## src/rtl/wdog_pkg.sv

```systemverilog
package wdog_pkg;

    localparam logic       ADDR_CTRL = 1'b0;
    localparam logic       ADDR_KICK = 1'b1;
    localparam logic [7:0] KICK_KEY1 = 8'hA5;
    localparam logic [7:0] KICK_KEY2 = 8'h5A;

    localparam int BIT_EN   = 7;
    localparam int BIT_FLAG = 3;
    localparam int BIT_NMI  = 2;

    typedef enum logic [1:0] {
        EV_IDLE,
        EV_WATCH,
        EV_NMI_PULSE,
        EV_RST_HOLD
    } ev_state_t;

    typedef enum logic {
        KS_WAIT_KEY1,
        KS_WAIT_KEY2
    } kick_state_t;

    function automatic int max_of4(input int a, input int b, input int c, input int d);
        int m;
        m = a;
        if (b > m) m = b;
        if (c > m) m = c;
        if (d > m) m = d;
        return m;
    endfunction

endpackage

```

## src/rtl/wdog_regs.sv

```systemverilog
module wdog_regs
    import wdog_pkg::*;
(
    input  logic       clk,
    input  logic       rst_n,
    input  logic       por_n,
    input  logic       wr_ctrl,
    input  logic       rd_ctrl,
    input  logic       wr_en_bit,
    input  logic       wr_nmi_bit,
    input  logic [1:0] wr_period,
    input  logic       expire,
    output logic       en,
    output logic       nmi_sel,
    output logic [1:0] period,
    output logic       flag,
    output logic [7:0] rdata
);

    // Enable latch: set by software, cleared only by system reset.
    always_ff @(posedge clk) begin
        if (!rst_n) begin
            en <= 1'b0;
        end else if (wr_ctrl && wr_en_bit) begin
            en <= 1'b1;
        end
    end

    // Configuration: writable only while disabled (pre-write value of en).
    always_ff @(posedge clk) begin
        if (!rst_n) begin
            nmi_sel <= 1'b0;
            period  <= 2'b00;
        end else if (wr_ctrl && !en) begin
            nmi_sel <= wr_nmi_bit;
            period  <= wr_period;
        end
    end

    // Cause flag lives in the power-on domain so a watchdog reset keeps it.
    always_ff @(posedge clk) begin
        if (!por_n) begin
            flag <= 1'b0;
        end else if (expire) begin
            flag <= 1'b1;
        end else if (rd_ctrl) begin
            flag <= 1'b0;
        end
    end

    always_comb begin
        rdata = 8'h00;
        if (rd_ctrl) begin
            rdata[BIT_EN]   = en;
            rdata[BIT_FLAG] = flag;
            rdata[BIT_NMI]  = nmi_sel;
            rdata[1:0]      = period;
        end
    end

    a_r2_enable_sticky: assert property (@(posedge clk) disable iff (!rst_n)
        en |=> en)
        else $error("enable dropped without reset");

    a_r4_cfg_frozen: assert property (@(posedge clk) disable iff (!rst_n)
        en |=> ($stable(period) && $stable(nmi_sel)))
        else $error("configuration changed while enabled");

    a_r7_flag_on_timeout: assert property (@(posedge clk) disable iff (!rst_n || !por_n)
        expire |=> flag)
        else $error("timeout did not set cause flag");

endmodule

```

## src/rtl/wdog_kick_fsm.sv

```systemverilog
module wdog_kick_fsm
    import wdog_pkg::*;
(
    input  logic       clk,
    input  logic       rst_n,
    input  logic       wr_kick,
    input  logic [7:0] wdata,
    output logic       restart
);

    kick_state_t state_q, state_d;

    always_comb begin
        state_d = state_q;
        if (wr_kick) begin
            unique case (state_q)
                KS_WAIT_KEY1: state_d = (wdata == KICK_KEY1) ? KS_WAIT_KEY2 : KS_WAIT_KEY1;
                KS_WAIT_KEY2: state_d = KS_WAIT_KEY1;
            endcase
        end
    end

    always_ff @(posedge clk) begin
        if (!rst_n) begin
            state_q <= KS_WAIT_KEY1;
        end else begin
            state_q <= state_d;
        end
    end

    always_comb begin
        restart = 1'b0;
        unique case (state_q)
            KS_WAIT_KEY1: restart = 1'b0;
            KS_WAIT_KEY2: restart = wr_kick && (wdata == KICK_KEY2);
        endcase
    end

endmodule

```

## src/rtl/wdog_counter.sv

```systemverilog
module wdog_counter #(
    parameter int SEL0_LOG2 = 27,
    parameter int SEL1_LOG2 = 25,
    parameter int SEL2_LOG2 = 22,
    parameter int SEL3_LOG2 = 18,
    parameter int CNT_W     = 27
) (
    input  logic       clk,
    input  logic       rst_n,
    input  logic       run,
    input  logic       restart,
    input  logic [1:0] period,
    output logic       expire
);

    localparam logic [CNT_W:0] ONE = {{CNT_W{1'b0}}, 1'b1};
    localparam logic [CNT_W-1:0] TERM0 = CNT_W'((ONE << SEL0_LOG2) - ONE);
    localparam logic [CNT_W-1:0] TERM1 = CNT_W'((ONE << SEL1_LOG2) - ONE);
    localparam logic [CNT_W-1:0] TERM2 = CNT_W'((ONE << SEL2_LOG2) - ONE);
    localparam logic [CNT_W-1:0] TERM3 = CNT_W'((ONE << SEL3_LOG2) - ONE);

    logic [CNT_W-1:0] cnt;
    logic [CNT_W-1:0] term;
    logic             at_term;

    always_comb begin
        unique case (period)
            2'b00: term = TERM0;
            2'b01: term = TERM1;
            2'b10: term = TERM2;
            2'b11: term = TERM3;
        endcase
    end

    assign at_term = (cnt == term);
    assign expire  = run && !restart && at_term;

    always_ff @(posedge clk) begin
        if (!rst_n) begin
            cnt <= '0;
        end else if (!run || restart || at_term) begin
            cnt <= '0;
        end else begin
            cnt <= cnt + 1'b1;
        end
    end

    a_r3_within_period: assert property (@(posedge clk) disable iff (!rst_n)
        run |-> (cnt <= term))
        else $error("count passed the selected terminal value");

endmodule

```

## src/rtl/wdog_event_fsm.sv

```systemverilog
module wdog_event_fsm
    import wdog_pkg::*;
(
    input  logic clk,
    input  logic rst_n,
    input  logic en,
    input  logic nmi_sel,
    input  logic expire,
    output logic hold,
    output logic rst_req,
    output logic nmi
);

    ev_state_t state_q, state_d;

    always_comb begin
        state_d = state_q;
        unique case (state_q)
            EV_IDLE:      if (en) state_d = EV_WATCH;
            EV_WATCH:     if (expire) state_d = nmi_sel ? EV_NMI_PULSE : EV_RST_HOLD;
            EV_NMI_PULSE: state_d = EV_WATCH;
            EV_RST_HOLD:  state_d = EV_RST_HOLD;
        endcase
    end

    always_ff @(posedge clk) begin
        if (!rst_n) begin
            state_q <= EV_IDLE;
        end else begin
            state_q <= state_d;
        end
    end

    // Outputs registered from the next state: they change only at rising edges.
    always_ff @(posedge clk) begin
        if (!rst_n) begin
            rst_req <= 1'b0;
            nmi     <= 1'b0;
        end else begin
            rst_req <= (state_d == EV_RST_HOLD);
            nmi     <= (state_d == EV_NMI_PULSE);
        end
    end

    assign hold = (state_q == EV_RST_HOLD);

    a_r6_nmi_single: assert property (@(posedge clk) disable iff (!rst_n)
        nmi |=> !nmi)
        else $error("interrupt pulse longer than one cycle");

    a_r5_rst_held: assert property (@(posedge clk) disable iff (!rst_n)
        rst_req |=> rst_req)
        else $error("reset request released before system reset");

endmodule

```

## src/rtl/wdog_lock_ctrl.sv

```systemverilog
module wdog_lock_ctrl
    import wdog_pkg::*;
#(
    parameter int SEL0_LOG2 = 27,
    parameter int SEL1_LOG2 = 25,
    parameter int SEL2_LOG2 = 22,
    parameter int SEL3_LOG2 = 18
) (
    input  logic       clk,
    input  logic       por_n,
    input  logic       rst_n,
    input  logic       bus_wr,
    input  logic       bus_rd,
    input  logic       bus_addr,
    input  logic [7:0] bus_wdata,
    output logic [7:0] bus_rdata,
    output logic       wdt_rst_req,
    output logic       wdt_nmi
);

    localparam int CNT_W = max_of4(SEL0_LOG2, SEL1_LOG2, SEL2_LOG2, SEL3_LOG2);

    logic       wr_ctrl, rd_ctrl, wr_kick;
    logic       en, nmi_sel, flag, restart, expire, hold, run;
    logic [1:0] period;

    assign wr_ctrl = bus_wr && (bus_addr == ADDR_CTRL);
    assign rd_ctrl = bus_rd && (bus_addr == ADDR_CTRL);
    assign wr_kick = bus_wr && (bus_addr == ADDR_KICK);
    assign run     = en && !hold;

    wdog_regs u_regs (
        .clk        (clk),
        .rst_n      (rst_n),
        .por_n      (por_n),
        .wr_ctrl    (wr_ctrl),
        .rd_ctrl    (rd_ctrl),
        .wr_en_bit  (bus_wdata[BIT_EN]),
        .wr_nmi_bit (bus_wdata[BIT_NMI]),
        .wr_period  (bus_wdata[1:0]),
        .expire     (expire),
        .en         (en),
        .nmi_sel    (nmi_sel),
        .period     (period),
        .flag       (flag),
        .rdata      (bus_rdata)
    );

    wdog_kick_fsm u_kick (
        .clk     (clk),
        .rst_n   (rst_n),
        .wr_kick (wr_kick),
        .wdata   (bus_wdata),
        .restart (restart)
    );

    wdog_counter #(
        .SEL0_LOG2 (SEL0_LOG2),
        .SEL1_LOG2 (SEL1_LOG2),
        .SEL2_LOG2 (SEL2_LOG2),
        .SEL3_LOG2 (SEL3_LOG2),
        .CNT_W     (CNT_W)
    ) u_cnt (
        .clk     (clk),
        .rst_n   (rst_n),
        .run     (run),
        .restart (restart),
        .period  (period),
        .expire  (expire)
    );

    wdog_event_fsm u_ev (
        .clk     (clk),
        .rst_n   (rst_n),
        .en      (en),
        .nmi_sel (nmi_sel),
        .expire  (expire),
        .hold    (hold),
        .rst_req (wdt_rst_req),
        .nmi     (wdt_nmi)
    );

    a_r1_quiet_when_off: assert property (@(posedge clk) disable iff (!rst_n)
        !en |-> (!wdt_rst_req && !wdt_nmi))
        else $error("timeout output while disabled");

    a_r5_outputs_exclusive: assert property (@(posedge clk) disable iff (!rst_n)
        !(wdt_rst_req && wdt_nmi))
        else $error("reset request and interrupt together");

endmodule

```

## config.mk

```make
export PLATFORM = sky130hd
export DESIGN_NAME = wdog_lock_ctrl
export DESIGN_NICKNAME = d
export VERILOG_FILES = /design/src/rtl/wdog_pkg.sv /design/src/rtl/wdog_regs.sv /design/src/rtl/wdog_kick_fsm.sv /design/src/rtl/wdog_counter.sv /design/src/rtl/wdog_event_fsm.sv /design/src/rtl/wdog_lock_ctrl.sv
export SDC_FILE = /design/constraint.sdc
export NUM_CORES = 1
export LEC_CHECK = 0
export BUFFER_PORTS_ARGS = -buffer_cell sky130_fd_sc_hd__buf_2
export CAP_MARGIN = 20
export CORE_MARGIN = 3
export CORE_UTILIZATION = 51
export DETAILED_ROUTE_END_ITERATION = 6
export PLACE_DENSITY = 0.82
export SYNTH_ARGS = -nofsm -noshare
export SYNTH_HDL_FRONTEND = slang
export SYNTH_HIERARCHICAL = 1
export SYNTH_SLANG_ARGS = --single-unit
export TNS_END_PERCENT = 5
```

## constraint.sdc

```tcl
create_clock -name clk -period 2.2 [get_ports clk]
set_clock_uncertainty 0.15 [all_clocks]
set_input_delay 0.22 -clock clk [delete_from_list [all_inputs] [get_ports clk]]
set_output_delay 0.22 -clock clk [all_outputs]
set_load 0.005 [all_outputs]
```

==> results of run 1 <==
report_power, final:
group	total, mW	internal [mW]	leakage, nW	switching, mW
sequential	0.683	0.675	0.301	0.00734
clock	0.469	0.248	0.0443	0.220
combinational	0.0585	0.0271	0.383	0.0314
logic make-up after synthesis:
family / count (synthesis) / share of synthesized area [%]
AOI/OAI and AO/OA: 41 / 16.8
muxes: 6 / 3.10
buffers and inverters: 18 / 4.20
and+or+nand+nor: 99 / 30.5
xor gates and xnor gates: 14 / 6.34
other: 1 / 0.194
adders and majority gates: 1 / 0.647
DFF: 37 / 38.3
worst min-delay path: stages:
cell	delay, ns
buf_2	0.11
nand2_1	0.05
mux2i_1	0.06
registers in the layout, summed over array words and instances, names as in the netlist:
signal	count
u_kick/state_q	1
u_cnt/cnt	27
u_regs/period	2
u_regs/nmi_sel	1
u_ev/rst_req	1
u_ev/state_q	2
u_ev/nmi	1
u_regs/flag	1
u_regs/en	1
metal layers:
layer,share of wire [%],GRT usage [%],vias up,routed length (um)
li1,-,-,872,-
met5,0,0,-,0
met1,46,25.8,818,1910
met3,4.6,4.99,3,189
met2,49,32.7,41,2020
met4,0.94,8.86,0,39
layout make-up:
cell class | instances | area share [%]
well taps | 46 | 2.54
clock buffers | 7 | 3.81
repair buffers | 33 | 9.54
flip-flops and latches | 37 | 32.9
multi-input cells | 164 | 50.4
inverters | 5 | 0.827
stage by stage:
| stage | power, mW | utilization (%) | worst slack (ns) |
|---|---|---|---|
| floorplan | 0.729 | - | 0.0956 |
| global placement | 0.752 | 60.9 | 0.0674 |
| detailed placement | 0.753 | 60.9 | -0.00768 |
| CTS | 1.22 | 64.3 | 0.0188 |
| global route | 1.26 | 64.9 | 0.0106 |
| finish | 1.21 | 64.9 | 0.0829 |
placed cells by master (no fill, tap or decap), drive strengths merged, types with 4 or more instances in the layout:
| cell type | count |
|---|---|
| or4 | 9 |
| xor2 | 6 |
| and2 | 7 |
| mux2i | 6 |
| nor2 | 6 |
| nand2 | 22 |
| dfxtp | 37 |
| nand3 | 11 |
| nand4 | 4 |
| nor2b | 7 |
| clkbuf | 7 |
| a211oi | 16 |
| inv | 5 |
| o31ai | 8 |
| nor3 | 6 |
| a21oi | 6 |
| xnor2 | 8 |
| buf | 32 |
| nor4 | 10 |
| a221oi | 4 |
worst max path at each step:
stage / start / to / slack, ns / cells past startpoint
3_3_place_gp: u_cnt/cnt[11] / u_cnt/cnt[23] / 0.07 / 5
6_report: u_cnt/cnt[11] / u_cnt/cnt[25] / 0.08 / 5
5_1_grt: u_cnt/cnt[11] / u_ev/state_q[0] / 0.01 / 7
2_1_floorplan: u_cnt/cnt[11] / u_cnt/cnt[23] / 0.1 / 5
3_5_place_dp: u_cnt/cnt[15] / u_cnt/cnt[19] / -0.008 / 5
4_1_cts: u_cnt/cnt[12] / u_cnt/cnt[23] / 0.02 / 5
repair_timing:
| action | in CTS | in global routing |
|---|---|---|
| setup endpoints to repair | 3 | 13 |
| resized for setup | 2 | 9 |
| setup buffers | 2 | 0 |
| endpoints found under the hold margin | 1 | 0 |
| hold buffers | 1 | 0 |
| pin swaps | 0 | 1 |
==> results.json, run 1 <==
{
  "outcome": "finished, final reports clean",
  "timing.final.crit_share_pct": 96.2,
  "final_antenna_net_count": 0,
  "crit_path_top_delay_cell": "or4_4",
  "grtUsageTotal_pct": 20.4,
  "globalplace.congestion": 0.747,
  "crit_chain": "nand3_2 > or4_4 > buf_6 > or4_1 > a221oi_2",
  "grt_overflow_total": 0,
  "critPathBufInv": 1,
  "post-dp-hpwl_um": 2820,
  "nets": 261,
  "timing.slew.headroom_pct": 64.7,
  "antenna_found_initial": 0,
  "dp_cells": 282,
  "required_ns": 2.26,
  "crit_fanout": 10,
  "holdCritPathClass": "input pin to flip-flop",
  "async_reset_ff_share_pct": 0,
  "rr_startpoint": "u_cnt/cnt[11]",
  "first_iter_violations": 155,
  "clkLatencyLatePin_ns": 0.29,
  "cts_buffers": 5,
  "dr.pass1.iters": 4,
  "root_buffer": "clkbuf_8",
  "clk_pin_slew_ns": 0.07,
  "ios": 24,
  "netlist_top_cells_count": "dfxtp_1 (37), nand2_1 (22), a211oi_1 (16)",
  "syn2layout_area_growth_pct": 17.3,
  "syn_area_mm2": 0.00193,
  "drive_above_1_share_pct": 23.6,
  "clock.fmax_ghz": 0.472,
  "fill_cells": 286,
  "r2r_slack_ns": 0.08,
  "avgViaCountPerCell": 5.94,
  "r2r-end": "u_cnt/cnt[25]",
  "wl_um": 4150,
  "stdcell_count": 292,
  "drcViolationCount": 0,
  "syn_inst": 217,
  "hold_viol_final": 0,
  "initial_core_util_pct": 55.4,
  "syn-mean-instance-area_um2": 8.91,
  "die-area_mm2": 0.00457,
  "rsz0062_at_grt": "no",
  "maxCapViolCount": 0,
  "hold_depth": 3,
  "multiInputGateArea_mm2": 0.00114,
  "yosys-top-cells-area": "dfxtp_1 (38%), a211oi_1 (6.2%), nand2_1 (4.3%), xnor2_1 (3.6%), or4_1 (3.5%)",
  "rows": 21,
  "final.setup.tns_ns": 0,
  "tightestPinTransition_ns": 0.522,
  "critPathCaptureType": "flip-flop",
  "slew_viol_final": 0,
  "clock-sinks": 37,
  "cts_tree": "built",
  "htreeDepth": 2,
  "setup-violations-final": 0,
  "synth_top_cell_area_share_pct": 38.3,
  "synth_cell_types": 45,
  "antenna_cells": 0,
  "seqCellArea_um2": 747,
  "routedWlPerCell_um": 14.2,
  "ys_warn_count": 6,
  "yosysMostFrequentCell": "dfxtp_1",
  "seq_area_frac_synth_pct": 38.3,
  "reg2reg_depth": 5,
  "portBuffers": 20,
  "power.density_mw_per_mm2": 533,
  "dpl_cell_area_mm2": 0.00213,
  "grt_max_degree": 28,
  "holdPathEnd": "u_regs/period[0]",
  "ys.flop_type": "dfxtp_1",
  "critPathTopFamily": "simple AND/OR/NAND/NOR gates",
  "fin_crit_ns": 2.12,
  "vias": 1734,
  "synth_edf_count": 0,
  "p_leak_nw": 0.728,
  "ir_drop_v": 0.000289,
  "fp.dieW_um": 67.6,
  "synth-seq-cells": 37,
  "coreArea_mm2": 0.00349,
  "stdcell_area_mm2": 0.00227,
  "whs_ns": 0.0513,
  "max_stage_delay_ns": 0.54,
  "worstPathArrival_ns": 2.17,
  "hold_path_startpoint": "bus_wdata[0]",
  "yosys.area.top_type": "dfxtp_1",
  "fp.dieH_um": 67.6,
  "crit_type": "flip-flop to flip-flop",
  "grt_pass1_vias": 1583,
  "start_kind": "flip-flop",
  "cts_buffer_depth": 2,
  "grt_pass1_wl_um": 7020
}
(Power assumes the default switching activity.)
==> run 2, diff against run 1 <==
--- a/config.mk
+++ b/config.mk
@@ -10,7 +10,7 @@
 export CORE_MARGIN = 3
 export CORE_UTILIZATION = 51
 export DETAILED_ROUTE_END_ITERATION = 6
-export PLACE_DENSITY = 0.82
+export PLACE_DENSITY = 0.77
 export SYNTH_ARGS = -nofsm -noshare
 export SYNTH_HDL_FRONTEND = slang
 export SYNTH_HIERARCHICAL = 1
==> run 2 against run 1 <==
Compared with the run above:
- combinational power fell by 3%
- sequential share of layout area grew 0.13 points
- final cell count is the same
- power is 3.2% lower
- wire length fell by 3.0%
- count of clock-buffer cells in the layout decreased by 2
- via count decreased by 1.7%
- first-iteration DRC count decreased by 26%
- sequential power hardly changed
- global-route usage grew 0.50 points
- flip-flop and latch count is the same
- core utilization is 0.79 points lower
- critical endpoint is now u_cnt/cnt[23]
- highest routed layer unchanged
==> results.json, run 2 (synthesized netlist as in run 1, its figures left out) <==
{
  "clkLatencyLatePin_ns": 0.29,
  "setup_slack_ns": 0.112,
  "grtUsageTotal_pct": 20.9,
  "grt_overflow_total": 0,
  "hold_path_startpoint": "bus_wdata[0]",
  "vias": 1704,
  "slew_viol_final": 0,
  "p_leak_nw": 0.719,
  "holdCritPathClass": "input pin to flip-flop",
  "nets": 262,
  "initial_core_util_pct": 55.4,
  "globalplace.congestion": 0.826,
  "worstPathArrival_ns": 2.15,
  "maxCapViolCount": 0,
  "crit_fanout": 13,
  "cts_tree": "built",
  "dr.pass1.iters": 4,
  "fp.dieW_um": 67.6,
  "largest_reg_flops": 27,
  "crit_chain": "nand3_1 > or4_4 > or4_1 > a221oi_2",
  "portBuffers": 20,
  "layout_common_cells": "dfxtp_1 (37), nand2_1 (21), buf_2 (20), a211oi_1 (16), buf_4 (13)",
  "avgViaCountPerCell": 5.84,
  "p_clk_share_pct": 36.9,
  "finalPower_mw": 1.17,
  "final_common_cell": "dfxtp_1",
  "pre_cts_ws_ns": -0.0308,
  "rows": 21,
  "power.density_mw_per_mm2": 523,
  "top_register": "u_cnt/cnt",
  "post-dp-hpwl_um": 2850,
  "seqCellArea_um2": 741,
  "timing.final.crit_share_pct": 94.9,
  "rsz0062_at_grt": "no",
  "required_ns": 2.26,
  "final.setup.tns_ns": 0,
  "final_antenna_net_count": 0,
  "startpoint": "u_cnt/cnt[16]",
  "cts_buffers": 5,
  "largestRegisters": "u_cnt/cnt (27), u_ev/state_q (2), u_regs/period (2)",
  "fin_util_pct": 64.1,
  "die-area_mm2": 0.00457,
  "p_comb_share_pct": 4.8,
  "wl_um": 4030,
  "ios": 24,
  "drcViolationCount": 0,
  "clock.fmax_ghz": 0.479,
  "grt_pass1_vias": 1619,
  "whs_ns": 0.0511,
  "ir_drop_v": 0.000319,
  "max_stage_delay_ns": 0.62,
  "antenna_found_initial": 0,
  "fp.dieH_um": 67.6,
  "rr_startpoint": "u_cnt/cnt[16]",
  "p_sw_share_pct": 22.3,
  "outcome": "finished, final reports clean",
  "critPathBufInv": 0,
  "start_kind": "flip-flop",
  "routedWlPerCell_um": 13.8,
  "drive_above_1_share_pct": 22.0,
  "syn2layout_area_growth_pct": 15.8,
  "htreeDepth": 2,
  "first_iter_violations": 114,
  "coreArea_mm2": 0.00349,
  "multiInputGateArea_mm2": 0.00114,
  "antenna_cells": 0,
  "hold_viol_final": 0,
  "setup-violations-final": 0,
  "grt_pass1_wl_um": 7220,
  "fin_crit_ns": 2.09,
  "clock-sinks": 37,
  "cts_buffer_depth": 2,
  "grt_max_degree": 22,
  "switchingPower_mw": 0.261,
  "crit_type": "flip-flop to flip-flop",
  "critPathCaptureType": "flip-flop",
  "clk_pin_slew_ns": 0.07,
  "p_seq_share_pct": 58.3,
  "crit_path_top_delay_cell": "or4_4",
  "p_int_mw": 0.910,
  "root_buffer": "clkbuf_8",
  "fill_cells": 297,
  "critPathTopFamily": "simple AND/OR/NAND/NOR gates"
}
## run 2: changes by cell type in the layout (fill, tap and decap cells not counted)
cell	change
buf_6	-1
clkinv_2	+1
clkbuf_1	-1
dfxtp_1	+5
clkbuf_8	-1
dfxtp_2	-5
buf_12	-1
buf_4	+3
## run 2: worst paths after layout
path                            slack, ns  depth (start not counted)               end
worst min register to register       0.34                          2     u_cnt/cnt[16]
worst max register to register       0.11                          4     u_cnt/cnt[23]
worst max-delay path                 0.11                          4     u_cnt/cnt[23]
worst min-delay path                 0.05                          3  u_regs/period[0]
## run 2: worst reg2reg max path, stage by stage, from the launching register on
cell,delay (ns)
dfxtp_1,0.35
nand3_1,0.11
or4_4,0.62
or4_1,0.55
a221oi_2,0.24
## run 2: per-layer routing
layer	GRT usage (%)	vias up	share of wire [%]
met4	10.4	0	1.7
met1	27.5	782	51
met5	0	-	0
met3	4.49	6	3.8
li1	-	881	-
met2	32.1	35	44
## run 2: power groups by stage
stage          logic [mW]  registers, mW  clock network, mW
2_1_floorplan      0.0331          0.696                  0
3_3_place_gp       0.0544          0.698                  0
3_5_place_dp       0.0550          0.698                  0
4_1_cts            0.0566          0.682              0.450
5_1_grt            0.0635          0.683              0.475
6_report           0.0567          0.682              0.432
## run 2: per-stage QoR
stage,area (um^2),instances
3_3_place_gp,2140,285
6_report,2240,292
5_1_grt,2240,292
2_1_floorplan,1940,219
3_5_place_dp,2140,285
4_1_cts,2230,292
## run 2: what timing repair did
action                                  CTS  global route
resized for setup                         1             4
endpoints found under the hold margin     1             0
setup buffers                             0             0
hold buffers                              1             0
endpoints found under the setup margin    4             6
pin swaps                                 0             1
## run 2: area by class of cell
class,count,share of cell area (%)
Clock buffer,5,3.07
Clock inverter,1,0.223
Multi-Input combinational cell,164,51.0
Timing Repair Buffer,34,9.27
Tap cell,46,2.57
Sequential cell,37,33.1
Inverter,5,0.838
